`src/rtl/ref_sel_pkg.sv`:
```
package ref_sel_pkg;
  typedef enum logic [1:0] {
    MODE_MANUAL   = 2'd0,
    MODE_AUTO_NR  = 2'd1,
    MODE_AUTO_REV = 2'd2,
    MODE_RSVD     = 2'd3
  } sw_mode_e;
endpackage

```
`src/rtl/ref_qualify.sv`:
```
module ref_qualify #(
  parameter int N      = 4,
  parameter int PRIO_W = 3
) (
  input  logic [N-1:0]        in_los,
  input  logic [N-1:0]        in_fault,
  input  logic [N-1:0]        los_mask,
  input  logic [N*PRIO_W-1:0] in_prio,
  output logic [N-1:0]        valid,
  output logic [N-1:0]        eligible
);
  // ranks 1..N are selectable; 0 and anything above N mean "never"
  localparam logic [PRIO_W-1:0] MAX_RANK = PRIO_W'(N);

  for (genvar i = 0; i < N; i++) begin : g_in
    logic [PRIO_W-1:0] code;
    assign code        = in_prio[i*PRIO_W +: PRIO_W];
    assign valid[i]    = !in_fault[i] && !(in_los[i] && !los_mask[i]);
    assign eligible[i] = valid[i] && (code != '0) && (code <= MAX_RANK);
  end
endmodule

```
`src/rtl/ref_prio_pick.sv`:
```
module ref_prio_pick #(
  parameter int N      = 4,
  parameter int PRIO_W = 3,
  parameter int IDX_W  = $clog2(N)
) (
  input  logic [N-1:0]        eligible,
  input  logic [N*PRIO_W-1:0] in_prio,
  output logic [IDX_W-1:0]    best_idx,
  output logic                best_ok
);
  // scan rank first, then index, so equal ranks fall to the lower index
  always_comb begin
    best_ok  = 1'b0;
    best_idx = '0;
    for (int r = 1; r <= N; r++) begin
      for (int i = 0; i < N; i++) begin
        if (!best_ok && eligible[i] &&
            in_prio[i*PRIO_W +: PRIO_W] == PRIO_W'(r)) begin
          best_ok  = 1'b1;
          best_idx = IDX_W'(i);
        end
      end
    end
  end


  always_comb begin
    if (best_ok) begin
      best_elig_chk: assert (eligible[best_idx]);
    end
  end
endmodule

```
`src/rtl/ref_sel_ctrl.sv`:
```
module ref_sel_ctrl
  import ref_sel_pkg::*;
#(
  parameter int N     = 4,
  parameter int IDX_W = $clog2(N),
  parameter int SEL_W = 3
) (
  input  logic             clk,
  input  logic             rst_n,
  input  logic [1:0]       sw_mode,
  input  logic [SEL_W-1:0] man_sel,
  input  logic             hist_valid,
  input  logic [N-1:0]     valid,
  input  logic [N-1:0]     eligible,
  input  logic [IDX_W-1:0] best_idx,
  input  logic             best_ok,
  output logic [IDX_W-1:0] sel_idx,
  output logic             locked,
  output logic             holdover,
  output logic             freerun,
  output logic             sw_pulse
);
  sw_mode_e         mode;
  logic             man_ok;
  logic             nxt_ok;
  logic [IDX_W-1:0] nxt_idx;
  logic             past_ok;

  assign mode   = sw_mode_e'(sw_mode);
  assign man_ok = (int'(man_sel) < N) && valid[man_sel[IDX_W-1:0]];

  always_comb begin
    nxt_ok  = 1'b0;
    nxt_idx = sel_idx;
    unique case (mode)
      MODE_MANUAL: begin
        if (man_ok) begin
          nxt_ok  = 1'b1;
          nxt_idx = man_sel[IDX_W-1:0];
        end
      end
      MODE_AUTO_NR: begin
        if (locked && eligible[sel_idx]) begin
          nxt_ok = 1'b1;
        end else if (best_ok) begin
          nxt_ok  = 1'b1;
          nxt_idx = best_idx;
        end
      end
      MODE_AUTO_REV: begin
        if (best_ok) begin
          nxt_ok  = 1'b1;
          nxt_idx = best_idx;
        end
      end
      default: nxt_ok = 1'b0;
    endcase
  end

  always_ff @(posedge clk) begin
    if (!rst_n) begin
      sel_idx  <= '0;
      locked   <= 1'b0;
      holdover <= 1'b0;
      freerun  <= 1'b1;
      sw_pulse <= 1'b0;
      past_ok  <= 1'b0;
    end else begin
      sel_idx  <= nxt_idx;
      locked   <= nxt_ok;
      holdover <= !nxt_ok && hist_valid;
      freerun  <= !nxt_ok && !hist_valid;
      sw_pulse <= nxt_ok && (!locked || nxt_idx != sel_idx);
      past_ok  <= 1'b1;
    end
  end


  one_state_chk: assert property (@(posedge clk) disable iff (!rst_n)
    $countones({locked, holdover, freerun}) == 1);


  idx_hold_chk: assert property (@(posedge clk) disable iff (!rst_n)
    past_ok && !locked |-> $stable(sel_idx));


  pulse_lock_chk: assert property (@(posedge clk) disable iff (!rst_n)
    sw_pulse |-> locked);


  rise_pulse_chk: assert property (@(posedge clk) disable iff (!rst_n)
    past_ok && $rose(locked) |-> sw_pulse);


  manual_pick_chk: assert property (@(posedge clk) disable iff (!rst_n)
    past_ok && $past(mode == MODE_MANUAL && man_ok) |->
      locked && sel_idx == $past(man_sel[IDX_W-1:0]));


  revert_best_chk: assert property (@(posedge clk) disable iff (!rst_n)
    past_ok && $past(mode == MODE_AUTO_REV && best_ok) |->
      locked && sel_idx == $past(best_idx));


  nonrev_keep_chk: assert property (@(posedge clk) disable iff (!rst_n)
    past_ok && $past(mode == MODE_AUTO_NR && locked && eligible[sel_idx]) |->
      locked && $stable(sel_idx));


  rsvd_mode_chk: assert property (@(posedge clk) disable iff (!rst_n)
    past_ok && $past(mode == MODE_RSVD) |-> !locked);
endmodule

```
`src/rtl/ref_input_selector.sv`:
```
module ref_input_selector #(
  parameter int N      = 4,
  parameter int PRIO_W = 3,
  parameter int SEL_W  = 3,
  parameter int IDX_W  = $clog2(N)
) (
  input  logic                clk,
  input  logic                rst_n,
  input  logic [N-1:0]        in_los,
  input  logic [N-1:0]        in_fault,
  input  logic [N-1:0]        los_mask,
  input  logic [N*PRIO_W-1:0] in_prio,
  input  logic [1:0]          sw_mode,
  input  logic [SEL_W-1:0]    man_sel,
  input  logic                hist_valid,
  output logic [IDX_W-1:0]    sel_idx,
  output logic                locked,
  output logic                holdover,
  output logic                freerun,
  output logic                sw_pulse
);
  logic [N-1:0]     valid;
  logic [N-1:0]     eligible;
  logic [IDX_W-1:0] best_idx;
  logic             best_ok;

  ref_qualify #(.N(N), .PRIO_W(PRIO_W)) u_qual (
    .in_los   (in_los),
    .in_fault (in_fault),
    .los_mask (los_mask),
    .in_prio  (in_prio),
    .valid    (valid),
    .eligible (eligible)
  );

  ref_prio_pick #(.N(N), .PRIO_W(PRIO_W), .IDX_W(IDX_W)) u_pick (
    .eligible (eligible),
    .in_prio  (in_prio),
    .best_idx (best_idx),
    .best_ok  (best_ok)
  );

  ref_sel_ctrl #(.N(N), .IDX_W(IDX_W), .SEL_W(SEL_W)) u_ctrl (
    .clk        (clk),
    .rst_n      (rst_n),
    .sw_mode    (sw_mode),
    .man_sel    (man_sel),
    .hist_valid (hist_valid),
    .valid      (valid),
    .eligible   (eligible),
    .best_idx   (best_idx),
    .best_ok    (best_ok),
    .sel_idx    (sel_idx),
    .locked     (locked),
    .holdover   (holdover),
    .freerun    (freerun),
    .sw_pulse   (sw_pulse)
  );
endmodule

```
`config.mk`:
```
export PLATFORM = sky130hd
export DESIGN_NAME = ref_input_selector
export DESIGN_NICKNAME = d
export VERILOG_FILES = /design/src/rtl/ref_sel_pkg.sv /design/src/rtl/ref_qualify.sv /design/src/rtl/ref_prio_pick.sv /design/src/rtl/ref_sel_ctrl.sv /design/src/rtl/ref_input_selector.sv
export SDC_FILE = /design/constraint.sdc
export NUM_CORES = 1
export LEC_CHECK = 0
export ABC_AREA = 1
export BUFFER_PORTS_ARGS = -buffer_cell sky130_fd_sc_hd__clkbuf_2
export CAP_MARGIN = 20
export CORE_MARGIN = 2
export CORE_UTILIZATION = 30
export CTS_CLUSTER_SIZE = 12
export DETAILED_ROUTE_END_ITERATION = 8
export HOLD_SLACK_MARGIN = 0.05
export SLEW_MARGIN = 20
export SYNTH_ARGS = -nofsm -noshare
export SYNTH_HDL_FRONTEND = slang
export SYNTH_SLANG_ARGS = --single-unit
```
`constraint.sdc`:
```
create_clock -name clk -period 1.65 [get_ports clk]
set_input_delay 0.165 -clock clk [delete_from_list [all_inputs] [get_ports clk]]
set_output_delay 0.165 -clock clk [all_outputs]
set_load 0.05 [all_outputs]
```
# Yosys cells after proc, flatten, opt, wreduce, memory -nomap -nowiden
# Cells that the tools add are included.
# word_totals
regBits,6
latch_bits,0
mem_bits_rw,0
mem_bits_ro,0
inputBits,32
output_inout_bits,6
n_memories,0
# op_classes
n_addsub,0
mul,0
div,0
n_lt_le_gt_ge,7
n_eq_ne,19
shift,0
mux,43
bitwise,0
reduce_logical,88
# op_table
cell,count
logical AND 1 bit,52
2-to-1 mux 2 bit,17
zero test 1 bit,30
equality test 3 x 2 -> 1 bit (second input constant),8
2-to-1 mux 1 bit,22
equality test 3 x 1 -> 1 bit (second input constant),4
equality test 3 bit (second input constant),4
less-or-equal comparator 3 bit (second input constant),4
nonzero test 3 bit,4
< comparator 2 x 3 -> 1 bit (second input constant),2
case mux 2 bit (3 select lines),1
binary-select mux 1 bit (select 2 bit),2
< comparator 3 bit (second input constant),1
case mux 1 bit (3 select lines),1
equality test 2 x 1 -> 1 bit (second input constant),1
equality test 2 bit (second input constant),1
zero test 2 bit,1
!= test 2 bit,1
logical OR 1 bit,1

# Longest topological paths before layout
# depth
depth_word,74
ltp_mapped,24
mapped_depth_nobuf,24

# Modules after synthesis
# Synthesis repeated with hierarchy kept, for this count alone.
# hier_totals
cells_unflattened,191
area_unflattened_um2,1133.6
# modules_own_cells
module,instances,cells_per_inst,area_per_inst_um2,seq_area_each_um2
ref_sel_ctrl,1,83,566.8,120.1
ref_prio_pick,1,81,415.4,0.0
ref_qualify,1,27,151.4,0.0

# Worst setup path before layout
# Ideal clock, no wire load.
# synth_path
kind,input-to-reg
from,input port los_mask[2]
to,register u_ctrl.sw_pulse
setup_time_ns,0.109
arrival_time_ns,1.708
t_required_ns,1.541
path_slack_ns,-0.167
path_stages,22
path_buffers,0
cell_sequence,inv_1 > nand2_1 > nand2_2 > inv_1 > nand2_2 > nand2_1 > nor2_1 > nand4_1 > nor3_2 > nand4_1 > nor2_2 > nand2_1 > nand2_1 > nand2_1 > nand3_1 > nand2_1 > nand3_2 > nand2_1 > nor2_1 > nand3_1 > nand2_1 > inv_1
# synth_between
elab_chain_len,67
elab_cells_between_ends,92
classes_between,eq/ne: 1; mux: 40; reduce/logical: 51
# synth_lines
item,line_no,rtl
"start, declared",ref_input_selector.sv:11,"input logic [N-1:0] los_mask,"
zero test 1 bit (*),ref_qualify.sv:18,assign valid[i] = !in_fault[i] && !(in_los[i] && !los_mask[i]);
logical AND 1 bit (*),ref_qualify.sv:18,
zero test 1 bit (*),ref_qualify.sv:18,
logical AND 1 bit (*),ref_qualify.sv:18,
logical AND 1 bit (2 in a row),ref_qualify.sv:19,assign eligible[i] = valid[i] && (code != '0) && (code <= MAX_RANK);
logical AND 1 bit (2 in a row),ref_prio_pick.sv:17,if (!best_ok && eligible[i] &&
2-to-1 mux 1 bit,ref_prio_pick.sv:17,
zero test 1 bit,ref_prio_pick.sv:17,
(+48 left out),n/a,
logical AND 1 bit (2 in a row),ref_prio_pick.sv:17,
2-to-1 mux 2 bit or 2-to-1 mux 1 bit (tied branches),ref_prio_pick.sv:17,
2-to-1 mux 2 bit,"ref_sel_ctrl.sv:45, ref_sel_ctrl.sv:51",
2-to-1 mux 2 bit,ref_sel_ctrl.sv:43,if (locked && eligible[sel_idx]) begin
case mux 2 bit (3 select lines),ref_sel_ctrl.sv:35,unique case (mode)
!= test 2 bit,ref_sel_ctrl.sv:73,sw_pulse <= nxt_ok && (!locked || nxt_idx != sel_idx);
logical OR 1 bit,ref_sel_ctrl.sv:73,
logical AND 1 bit (*),ref_sel_ctrl.sv:73,
"end signal, assigned",ref_sel_ctrl.sv:73,
"end, declared",ref_sel_ctrl.sv:21,output logic sw_pulse
# Mark *: on every way between the ends. The rest lies on a longest branch, timed or not. The select of a mux whose other input is x is not followed.
# A chain may end at the register's enable or synchronous reset.

# Worst setup path after layout
# Ends and elaborated chain as after synthesis.

==> impl_results.md <==
- Layout Nets: 297
- First-pass DRT Iterations: 4
- Setup Crit Path Kind: input port to flip-flop
- Worst Path Max Fanout: 3
- CP delay by family, top: simple AND/OR/NAND/NOR gates
- Max-slew headroom: 75.4%
- Routed vias: 1,407
- N_diodes: 0
- PnR worst setup slack: -0.218 ns
- Initial antenna violation count: 0
- Post-route minimum period: 1.87 ns
- Leak: 0.895 nW
- Skew-Pair Late Insertion Delay: 0.25 ns
- Die Ht: 60.8 um
- Initial DRC count: 75
- Req. time, crit path: 1.79 ns
- CTS HTree Levels: 1
- Final Instance Area: 0.00157 sq mm
- Fmax: 535 MHz
- PwrDens: 502 mW/mm^2
- Vias in the first global route: 1,189
- Synth cell types: 22
- Worst Hold Depth: 2
- Maximum root-to-sink buffer count: 2
- Design Power: 0.788 mW
- Tightest Pin Transition: 0.367 ns
- Area of the die: 0.00369 sq mm
- Clk_skew: 0.0102 ns
- Synth Net Count: 222
- RSZ-0062 raised after global routing: yes
- Post-Syn Instances: 190
- Total global-route track usage: 16.5%
- R2R depth: 11
- Syn. warnings: 0
- CP max-delay cell: buf_4
- # IOs: 38
- Failing checks: negative setup slack
- Startpoint types: input port
- Avg Cell Area, Syn: 5.09 sq um
- Die Wd: 60.8 um
- Max stage delay on crit path: 0.17 ns
- Routed WL: 2880 um
- Detailed Place HPWL: 2270 um
- WHS: 0.0971 ns
- Final std cells w/o fill: 307
- Port Buffer Count: 37
- Final ANT Viol Nets: 0
- Final Hold Vio Count: 0
- Initial core utilization: 31.7%
- GR Overflow Total: 0
- Max VDD drop: 0.459 mV
- Worst path buffer plus inverter count: 7
- Cts hold-fix bufs: 0
- WL/cell: 9.38 um
- GPL Wtd Cong: 0.822
- Clock sinks: 6
- FF+latch area: 120 sq um
- Largest net degree at the start of global routing: 8
- Vias per inst: 4.58
- # fillers: 336
- CP arrival: 2.01 ns
- DRC: 0
- CTS root buf: clkbuf_4
- Final critical-path share of the clock period: 113%
- Seq cells post-synth: 6
- Cell with the most instances on the worst path: nand2_2
- # setup viols final: 5
- Std-Cell Rows: 20
- Sum of negative setup slack: -0.415 ns
- Placed instance area: 0.00142 sq mm
- Cts bufs inserted: 3
- Multi-input gate area: 754 sq um
- Syn-to-layout area delta: 62.5%
- Most frequent cells in the layout: nor2_1, clkbuf_2, buf_4
- TritonCTS clock tree: yes
- First-pass GRT wire length: 4800 um
- Cells after DPL: 297
- Status: complete, but fails checks
- Pre-CTS WS: -0.533 ns
- Instance count on the critical path: 26
- Fin util: 51.5%
- Clk pin slew, worst setup/hold paths: 0.05 ns
- Worst Hold Class: input port to flip-flop
- Slew Viols, Final: 0
- Crit end category: flip-flop
- Core Box Area: 0.00305 sq mm
- Layout cell share with drive strength beyond 1: 43.7%
- Post-synthesis sequential area ratio: 12.4%
- Max-cap violation count: 0
- Synth Cell Area: 967 sq um
[power breakdown]
group          switching [mW]  total [mW]  internal, mW
Sequential             0.0138       0.173         0.160
Combinational           0.279       0.476         0.197
Clock                  0.0563       0.139        0.0825
[cell type report]
class	instances	share of cell area, %
clock buffer	3	1.43
multi-input combinational	143	48.0
timing repair buffer	70	28.8
sequential	6	7.64
tap	44	3.50
inverter	41	10.6
[synth_stat cells]
library cell | n | area (sq um)
nor3_2 | 1 | 10.0
a21oi_1 | 4 | 20.0
a21oi_2 | 1 | 8.76
o22ai_1 | 1 | 6.26
nor2_2 | 5 | 31.3
o32ai_1 | 1 | 8.76
nand3_2 | 1 | 10.0
nor3_1 | 3 | 15.0
nand2_1 | 38 | 143
nor2_1 | 36 | 135
inv_1 | 33 | 124
xor2_1 | 4 | 35.0
clkinv_1 | 1 | 3.75
nand2_2 | 6 | 37.5
inv_2 | 7 | 26.3
a21boi_0 | 1 | 7.51
o21ai_1 | 2 | 10.0
o21ai_0 | 10 | 50.1
dfxtp_1 | 6 | 120
o211ai_1 | 2 | 15.0
nand3_1 | 15 | 75.1
nand4_1 | 12 | 75.1
[registers in the layout (all words and copies together) (netlist names)]
register and cells:
u_ctrl.locked 1, u_ctrl.sw_pulse 1, u_ctrl.freerun 1, u_ctrl.sel_idx 2
u_ctrl.holdover 1
[path summary, 6_finish.rpt]
kind                                        start           endpoint  slack, ns
worst max-delay path                  los_mask[2]    u_ctrl.sw_pulse      -0.22
worst min-delay path                        rst_n     u_ctrl.freerun        0.1
worst max register to register  u_ctrl.sel_idx[1]    u_ctrl.sw_pulse       0.09
worst min register to register  u_ctrl.sel_idx[0]  u_ctrl.sel_idx[0]       0.59
[per-layer routing]
layer / global-route usage [%] / up-vias / wire length (um)
li1: - / 755 / -
met1: 23.4 / 613 / 1430
met2: 26.4 / 39 / 1270
met3: 4.69 / 0 / 187
met4: 0.621 / 0 / 0
met5: 0 / - / 0
[cells by family (layout without fill, tap and decap cells)]
group           Yosys count  in the layout  share of synthesized area, %
buf+inv                  41            114                          15.9
xor+xnor                  4              4                          3.62
compound gates           22             22                          13.1
flops                     6              6                          12.4
simple gates            117            117                          55.0
[what timing repair did]
| action | 4_1_cts | 5_1_grt |
|---|---|---|
| setup endpoints to repair | 6 | 6 |
| resized for setup | 5 | 16 |
| cloned | 0 | 0 |
| buffers inserted | 3 | 4 |
| pin swaps | 11 | 13 |
Power figures use the tool's default switching activity.
